`src/rtl/stt_pkg.sv`:
```
package stt_pkg;
  localparam int unsigned ADDR_W = 2;

  typedef enum logic [ADDR_W-1:0] {
    REG_CTRL    = 2'd0,
    REG_RELOAD  = 2'd1,
    REG_CURRENT = 2'd2,
    REG_SPARE   = 2'd3
  } reg_sel_e;

  localparam int unsigned BIT_RUN      = 0;
  localparam int unsigned BIT_IRQ_EN   = 1;
  localparam int unsigned BIT_SRC_CORE = 2;
  localparam int unsigned BIT_FLAG     = 16;

  typedef struct packed {
    logic src_core;
    logic irq_en;
    logic run;
  } ctrl_t;
endpackage

```
`src/rtl/stt_tick_sel.sv`:
```
module stt_tick_sel (
  input  logic run_i,
  input  logic src_core_i,
  input  logic ref_tick_i,
  output logic tick_o
);
  logic src_tick;

  // Source mux: core clock ticks every cycle, reference only on its pulse
  always_comb begin
    if (src_core_i) src_tick = 1'b1;
    else            src_tick = ref_tick_i;
  end

  assign tick_o = run_i & src_tick;
endmodule

```
`src/rtl/stt_counter.sv`:
```
module stt_counter #(
  parameter int unsigned CNT_W = 24
) (
  input  logic             clk,
  input  logic             rst,
  input  logic             tick_i,
  input  logic             clr_i,
  input  logic             start_i,
  input  logic             rd_clr_i,
  input  logic [CNT_W-1:0] reload_i,
  output logic [CNT_W-1:0] count_o,
  output logic             flag_o
);
  localparam logic [CNT_W-1:0] CNT_ONE = CNT_W'(1);

  logic [CNT_W-1:0] count_q;
  logic             fresh_q;
  logic             flag_q;
  logic             step;
  logic             hit_zero;

  assign step     = tick_i && !clr_i;
  assign hit_zero = step && !fresh_q && (count_q == CNT_ONE);

  always_ff @(posedge clk) begin
    if (rst) begin
      count_q <= '0;
      fresh_q <= 1'b0;
    end else if (clr_i) begin
      count_q <= '0;
      fresh_q <= 1'b0;
    end else if (step) begin
      fresh_q <= 1'b0;
      if (fresh_q || count_q == '0) count_q <= reload_i;
      else                          count_q <= count_q - CNT_ONE;
    end else if (start_i) begin
      fresh_q <= 1'b1;
    end
  end

  // Flag: clear-by-write first, then a new event beats a clearing read
  always_ff @(posedge clk) begin
    if (rst)           flag_q <= 1'b0;
    else if (clr_i)    flag_q <= 1'b0;
    else if (hit_zero) flag_q <= 1'b1;
    else if (rd_clr_i) flag_q <= 1'b0;
  end

  assign count_o = count_q;
  assign flag_o  = flag_q;


  hold_when_idle_chk: assert property (@(posedge clk) disable iff (rst)
    (!tick_i && !clr_i) |=> $stable(count_q));


  reload_after_zero_chk: assert property (@(posedge clk) disable iff (rst)
    (step && !fresh_q && count_q == '0) |=> (count_q == $past(reload_i)));


  first_tick_loads_chk: assert property (@(posedge clk) disable iff (rst)
    (step && fresh_q) |=> (count_q == $past(reload_i)));


  clear_write_chk: assert property (@(posedge clk) disable iff (rst)
    clr_i |=> (count_q == '0 && !flag_q));


  flag_on_wrap_chk: assert property (@(posedge clk) disable iff (rst)
    hit_zero |=> flag_q);
endmodule

```
`src/rtl/stt_regs.sv`:
```
module stt_regs
  import stt_pkg::*;
#(
  parameter int unsigned CNT_W  = 24,
  parameter int unsigned DATA_W = 32
) (
  input  logic              clk,
  input  logic              rst,
  input  logic              wr_en_i,
  input  logic              rd_en_i,
  input  logic [ADDR_W-1:0] addr_i,
  input  logic [DATA_W-1:0] wdata_i,
  input  logic [CNT_W-1:0]  count_i,
  input  logic              flag_i,
  output ctrl_t             ctrl_o,
  output logic [CNT_W-1:0]  reload_o,
  output logic              start_o,
  output logic              clr_o,
  output logic              rd_ctrl_o,
  output logic [DATA_W-1:0] rdata_o
);
  reg_sel_e          sel;
  ctrl_t             ctrl_q;
  logic [CNT_W-1:0]  reload_q;
  logic [DATA_W-1:0] rd_mux;
  logic [DATA_W-1:0] rdata_q;
  logic              unused_wdata;

  assign sel          = reg_sel_e'(addr_i);
  assign unused_wdata = ^wdata_i;

  always_ff @(posedge clk) begin
    if (rst) begin
      ctrl_q   <= '0;
      reload_q <= '0;
    end else if (wr_en_i) begin
      if (sel == REG_CTRL) begin
        ctrl_q.run      <= wdata_i[BIT_RUN];
        ctrl_q.irq_en   <= wdata_i[BIT_IRQ_EN];
        ctrl_q.src_core <= wdata_i[BIT_SRC_CORE];
      end
      if (sel == REG_RELOAD) reload_q <= wdata_i[CNT_W-1:0];
    end
  end

  assign start_o   = wr_en_i && (sel == REG_CTRL) && wdata_i[BIT_RUN] && !ctrl_q.run;
  assign clr_o     = wr_en_i && (sel == REG_CURRENT);
  assign rd_ctrl_o = rd_en_i && (sel == REG_CTRL);

  always_comb begin
    rd_mux = '0;
    case (sel)
      REG_CTRL: begin
        rd_mux[BIT_RUN]      = ctrl_q.run;
        rd_mux[BIT_IRQ_EN]   = ctrl_q.irq_en;
        rd_mux[BIT_SRC_CORE] = ctrl_q.src_core;
        rd_mux[BIT_FLAG]     = flag_i;
      end
      REG_RELOAD:  rd_mux[CNT_W-1:0] = reload_q;
      REG_CURRENT: rd_mux[CNT_W-1:0] = count_i;
      default:     rd_mux = '0;
    endcase
  end

  always_ff @(posedge clk) begin
    if (rst)          rdata_q <= '0;
    else if (rd_en_i) rdata_q <= rd_mux;
  end

  assign ctrl_o   = ctrl_q;
  assign reload_o = reload_q;
  assign rdata_o  = rdata_q;


  spare_reads_zero_chk: assert property (@(posedge clk) disable iff (rst)
    (rd_en_i && sel == REG_SPARE) |=> (rdata_o == '0));
endmodule

```
`src/rtl/sys_tick_timer.sv`:
```
module sys_tick_timer
  import stt_pkg::*;
#(
  parameter int unsigned CNT_W  = 24,
  parameter int unsigned DATA_W = 32
) (
  input  logic              clk,
  input  logic              rst,
  input  logic              ref_tick_i,
  input  logic              wr_en_i,
  input  logic              rd_en_i,
  input  logic [ADDR_W-1:0] addr_i,
  input  logic [DATA_W-1:0] wdata_i,
  output logic [DATA_W-1:0] rdata_o,
  output logic              irq_o
);
  ctrl_t            ctrl;
  logic [CNT_W-1:0] reload;
  logic [CNT_W-1:0] count;
  logic             flag;
  logic             start;
  logic             clr;
  logic             rd_ctrl;
  logic             tick;

  stt_regs #(.CNT_W(CNT_W), .DATA_W(DATA_W)) u_regs (
    .clk       (clk),
    .rst       (rst),
    .wr_en_i   (wr_en_i),
    .rd_en_i   (rd_en_i),
    .addr_i    (addr_i),
    .wdata_i   (wdata_i),
    .count_i   (count),
    .flag_i    (flag),
    .ctrl_o    (ctrl),
    .reload_o  (reload),
    .start_o   (start),
    .clr_o     (clr),
    .rd_ctrl_o (rd_ctrl),
    .rdata_o   (rdata_o)
  );

  stt_tick_sel u_tick (
    .run_i      (ctrl.run),
    .src_core_i (ctrl.src_core),
    .ref_tick_i (ref_tick_i),
    .tick_o     (tick)
  );

  stt_counter #(.CNT_W(CNT_W)) u_cnt (
    .clk      (clk),
    .rst      (rst),
    .tick_i   (tick),
    .clr_i    (clr),
    .start_i  (start),
    .rd_clr_i (rd_ctrl),
    .reload_i (reload),
    .count_o  (count),
    .flag_o   (flag)
  );

  // Both operands are flops, so the interrupt tracks the flag in the same cycle
  assign irq_o = flag & ctrl.irq_en;
endmodule

```
`config.mk`:
```
export PLATFORM = sky130hd
export DESIGN_NAME = sys_tick_timer
export DESIGN_NICKNAME = d
export VERILOG_FILES = /design/src/rtl/stt_pkg.sv /design/src/rtl/stt_tick_sel.sv /design/src/rtl/stt_counter.sv /design/src/rtl/stt_regs.sv /design/src/rtl/sys_tick_timer.sv
export SDC_FILE = /design/constraint.sdc
export NUM_CORES = 1
export LEC_CHECK = 0
export ABC_AREA = 1
export ABC_CLOCK_PERIOD_IN_PS = 3300
export BUFFER_PORTS_ARGS = -buffer_cell sky130_fd_sc_hd__buf_2
export CAP_MARGIN = 10
export CORE_MARGIN = 2
export CORE_UTILIZATION = 48
export DETAILED_ROUTE_END_ITERATION = 10
export GPL_TIMING_DRIVEN = 0
export PLACE_DENSITY = 0.7
export SLEW_MARGIN = 20
export SYNTH_ARGS = -nofsm -noshare
export SYNTH_HDL_FRONTEND = slang
export SYNTH_SLANG_ARGS = --single-unit
export TNS_END_PERCENT = 5
```
`constraint.sdc`:
```
create_clock -name clk -period 3.3 [get_ports clk]
set_input_delay 0 -clock clk [delete_from_list [all_inputs] [get_ports clk]]
set_output_delay 0 -clock clk [all_outputs]
set_load 0.1 [all_outputs]
```
## Word level (Yosys, flattened, before mapping)

Cells that the tools add are included.
W data, S select, Z words.

| storage, ports and cells | value |
|---|---|
| register bits after elaboration | 77 |
| input port bits | 39 |
| output and inout bits | 33 |

| operators by class | value |
|---|---|
| add/subtract/negate cells | 1 |
| equal/unequal tests | 3 |
| multiplexer cells | 8 |
| bitwise operators | 2 |
| reduce and logical (&&, ||, !) cells | 19 |

Operators by type and width:

| cell | number |
|---|---|
| $pmux W13 S2 | 1 |
| $eq A24 B1 Y1 const B | 1 |
| $logic_not A24 Y1 | 1 |
| $mux W24 | 1 |
| $sub A24 B1 Y24 const B | 1 |
| $pmux W7 S2 | 1 |
| $pmux W3 S3 | 1 |
| $logic_and A1 B1 Y1 | 8 |
| $reduce_and A2 Y1 | 2 |
| $logic_not A1 Y1 | 3 |
| $mux W1 | 3 |
| $pmux W1 S3 | 1 |
| $reduce_or A3 Y1 | 1 |
| $and A1 B1 Y1 | 2 |
| $eq A2 B1 Y1 const B | 1 |
| $eq A2 B2 Y1 const B | 1 |
| $logic_not A2 Y1 | 1 |
| $reduce_bool A2 Y1 | 1 |
| $reduce_or A2 Y1 | 1 |
| $logic_or A1 B1 Y1 | 1 |

## Longest topological paths before layout

| depth | value |
|---|---|
| depth in word-level cells | 7 |
| depth in mapped cells | 11 |

## Cells and area by module

Synthesis repeated with hierarchy kept, for this count alone.

| second synthesis, totals | value |
|---|---|
| cells, all modules | 632 |
| area total of the unflattened synthesis | 4256.6 um^2 |

By module, submodules not included:

| module | times used | cells each | area an instance (um^2) |
|---|---|---|---|
| stt_regs | 1 | 328 | 2387.3 |
| stt_counter | 1 | 299 | 1850.5 |
| stt_tick_sel | 1 | 3 | 11.3 |
| sys_tick_timer | 1 | 2 | 7.5 |

## Worst setup path before layout

Ideal clock, no wire load.

| timing path | value |
|---|---|
| path type | reg2reg |
| start | register u_cnt.count_q[0], in the netlist u_cnt.count_o[0] |
| end | register u_cnt.count_q[19], in the netlist u_cnt.count_o[19] |
| arrival | 1564 ps |
| required time | 3230 ps |
| setup slack | 1666 ps |
| stages on the path, launching flop included | 11 |
| clock period less this slack | 1634 ps |
| path through | dfxtp_1 clkinv_1 ha_1 nand2_1 nor2_4 nand3_4 nand2_4 buf_2 a21oi_1 nand2_1 a21oi_1 |

| on the way | value |
|---|---|
| longest elaborated chain between the ends | 3 |

RTL lines:

| item | line | RTL |
|---|---|---|
| start: declaration | stt_counter.sv:16 | `logic [CNT_W-1:0] count_q;` |
| start signal: assignment | stt_counter.sv:34 | `if (fresh_q \|\| count_q == '0) count_q <= reload_i;` |
| start signal: assignment | stt_counter.sv:35 | `else count_q <= count_q - CNT_ONE;` |
| parallel branches: the longest is 2 deep, another holds $sub A24 B1 Y24 | - |  |
| $mux W24 * | stt_counter.sv:34 |  |

Mark *: on every way between the ends.
A chain may end at the register's enable or synchronous reset.

## Final worst setup path

| timing path | value |
|---|---|
| start | register u_cnt.count_q[0], in the netlist u_cnt.count_o[0] |
| end | register u_cnt.count_q[21], in the netlist u_cnt.count_o[21] |

The elaborated chain is that of the path after synthesis.

==> key figures <==
Run status
  • Status: finished, final reports clean

Critical path
  • Worst Path Class, Setup: reg2reg
  • Worst setup path startpoint: u_cnt.count_o[0]
  • Cell depth of the worst flop-to-flop path: 10
  • Reg-to-reg startpoint: u_cnt.count_o[0]
  • FF-to-FF End: u_cnt.count_o[21]
  • Setup crit end: u_cnt.count_o[21]
  • Setup crit end kind: flip-flop
  • Worst Path Required: approximately 3600 ps
  • Worst R2R Setup Slack: 1070 ps
  • CP arrival: 2530 ps
  • Crit start category: flip-flop
  • CP max FO: 10

Timing
  • Slew Viols, Final: 0
  • Tmin final: around 2200 ps
  • Worst Skew: 9.784 ps
  • Final setup vio count: 0
  • Worst Tran Pin Value: 621.1 ps
  • RSZ-0062 raised after global routing: false
  • Final worst path period share: 67.55%
  • Final hold violations: 0
  • Highest Clock Rate: approximately 450 MHz
  • Final setup TNS: 0 ps
  • Max_slew headroom: about three fifths

Synthesis
  • Largest family of logic cells by synthesized area: simple AND/OR/NAND/NOR gates
  • Seq/Total Area, Yosys: a little under two fifths
  • Area share of fa/ha/maj cells after synthesis: 2.129%
  • Post-synthesis mux area share: 0%
  • Async SR Flop Fraction: 0%
  • Post-synth top flop: dfxtp_1
  • FF+latch count, synth: 77
  • Synth Area in XOR/XNOR: 0.2129%
  • Netlist Area Pre-Place: 4114 µm²
  • Avg Synthesized Cell Area: 6.561 µm²
  • Cells after Synth: 627
  • Post-synth EDFFs: 0
  • YS warnings: 0
  • Simple-gate share of the synthesized area: 32.60%
  • Synth cell types: 34
  • Compound-Gate Fraction of Synth Area: 16.42%

Routing
  • Via density: 5.293
  • Antenna-violating nets left: 0
  • M1 wire length: approximately 5400 µm
  • Met2 WL: about 5600 µm
  • Total number of vias: 4414
  • DRT iter0 DRCs: 213
  • Residual DRC: 0
  • Uppermost routed layer: met4
  • Drt first pass iters: 5
  • WL final: 12080 µm
  • Met3 WL: 743 µm
  • DR WL/cell: 14.49 µm

Placed design
  • Number of instances in the placed design: 793
  • GPL Wtd Cong: 0.9806
  • Placement Cell Area: 4542 µm²
  • IO Port Bufs: 54
  • Detailed placement HPWL: 8824 µm

Run
  • Max-cap violation count: 0

Die
  • Die X: roughly 97 µm
  • Core area: 8258 µm²
  • Die Y: 96.58 µm
  • IO Pins: 72
  • Initial core utilization: 49.82%
  • Die ar.: 9328 µm²
  • Cell Rows: 33

Cells and area
  • Post-route cell area: approximately 5000 µm²
  • Post-route insts no fill: 834
  • # diodes: 0
  • Layout area overhead: 21.96%
  • Fillers: 807
  • Final Net Count: 770
  • Layout cells sized above 1: 13.99%

GRT
  • Gr ovfl total: 0
  • Number of global-route vias before repair: 4126
  • Gr usage total: 27.44%
  • Largest net degree at the start of global routing: 14
  • Global-route wire length before repair: 19420 µm
  • Antenna violations before repair: 0

Power
  • Lkg Pwr: 2.312 nW
  • VDD IR max: 269.5 µV
  • PwrDens: about 440 nW/µm²

Clock network
  • Cts bufs inserted: 9
  • CTS resizes: 0
  • Clock slew at reported path FFs: 80 ps
  • Postcts setup bufs: 0
  • Insertion delay to the later sink of the worst-skew pair: 370 ps
  • Max clock buf depth: 2
  • CTS tree: done
  • Clock root buffer: clkbuf_8
  • Clock sink count: 77
  • Htree depth: 3

Min path
  • Hold Path Class: in2reg
==> what timing repair did <==
action | CTS | global route
hold buffers | 25 | 0
setup endpoints to repair | 0 | 0
hold endpoints to repair | 28 | 0
==> worst max-delay path, stage by stage (launching register included) <==
cell and delay (ps):
dfxtp_1 430, clkinv_1 340, ha_1 330, nand2_1 100, nor2_4 50, nand3_4 120
nand2_4 130, buf_2 240, a21oi_1 210, nand2_1 80, a21oi_1 120
==> synthesized netlist by cell type, types with 7 or more instances <==
library cell | number | share of area (%)
a211oi_1 | 22 | 4.0
nor2_2 | 7 | 1.1
a21oi_1 | 56 | 6.8
clkbuf_1 | 19 | 1.7
dfxtp_1 | 77 | 37
nand3_1 | 41 | 5.0
buf_4 | 9 | 1.6
o21ai_0 | 8 | 0.97
nor2_1 | 65 | 5.9
inv_1 | 69 | 6.3
nand2_1 | 186 | 17
nand4_1 | 8 | 1.2
o22ai_1 | 20 | 3.0
ha_1 | 7 | 2.1
==> report_power, final <==
part           total [W]  switching, W  internal (W)
clock           0.000820      0.000372      0.000448
sequential      0.000960     0.0000106      0.000950
combinational   0.000410      0.000282      0.000128
==> state kept, by name, summed over array words and instances, names as in the netlist <==
| name | cells |
|---|---|
| u_regs.ctrl_o | 3 |
| u_regs.rdata_o | 24 |
| u_cnt.flag_o | 1 |
| u_regs.reload_o | 24 |
| u_cnt.fresh_q | 1 |
| u_cnt.count_o | 24 |
==> per-stage QoR <==
stage          total power (W)  util, %  setup WS (ps)  hold WS, ps
2_1_floorplan         0.001264        -           1666        142.9
3_3_place_gp          0.001358    55.00           1127        264.4
3_5_place_dp          0.001363    55.00           1137        278.8
4_1_cts               0.002193    60.76           1100        9.640
5_1_grt               0.002277    60.76          977.4        52.03
6_report              0.002191    60.76           1071        18.75
==> area by class of cell <==
class                           count  area [µm²]  share of cell area (%)
Timing Repair Buffer               79       520.5                   10.37
Multi-Input combinational cell    449        2143                   42.72
Sequential cell                    77        1541                   30.72
Buffer                             34       175.2                   3.491
Clock inverter                      5       83.83                   1.671
Tap cell                          105       131.4                   2.618
Inverter                           74       280.3                   5.586
Clock buffer                       11       141.4                   2.818
==> metal layers <==
layer,vias to the layer above,global-route usage [%]
met3,32,5.741
met2,162,45.49
met5,-,0
met1,2013,34.73
li1,2207,-
met4,0,11.27
==> cells in the final DEF (no fill, tap or decap), types with 9 or more instances in the layout <==
cell type	count
dlygate4sd3_1	25
dfxtp_1	77
nor2_1	65
buf_2	56
clkbuf_8	10
buf_4	9
a211oi_1	22
nand3_1	41
nand2_1	186
clkbuf_1	20
a21oi_1	56
o22ai_1	20
inv_1	69
==> worst min-delay path by stage <==
stage / from / to / cells after the start
2_1_floorplan: wdata_i[1] / u_regs.ctrl_o[1] / 2
3_3_place_gp: wdata_i[1] / u_regs.ctrl_o[1] / 3
3_5_place_dp: wdata_i[1] / u_regs.ctrl_o[1] / 3
4_1_cts: wr_en_i / u_regs.ctrl_o[2] / 3
5_1_grt: wr_en_i / u_regs.ctrl_o[2] / 3
6_report: rst / u_regs.reload_o[3] / 2
==> cells by family (layout without fill, tap and decap cells) <==
| family | count (synthesis) | in the layout |
|---|---|---|
| other | 1 | 8 |
| and+or+nand+nor | 318 | 318 |
| DFF | 77 | 77 |
| buffers and inverters | 108 | 203 |
| xor gates and xnor gates | 1 | 1 |
| AOI/OAI and AO/OA | 115 | 115 |
| adders and majority gates | 7 | 7 |
No activity file was read; power rests on OpenSTA's default activity.
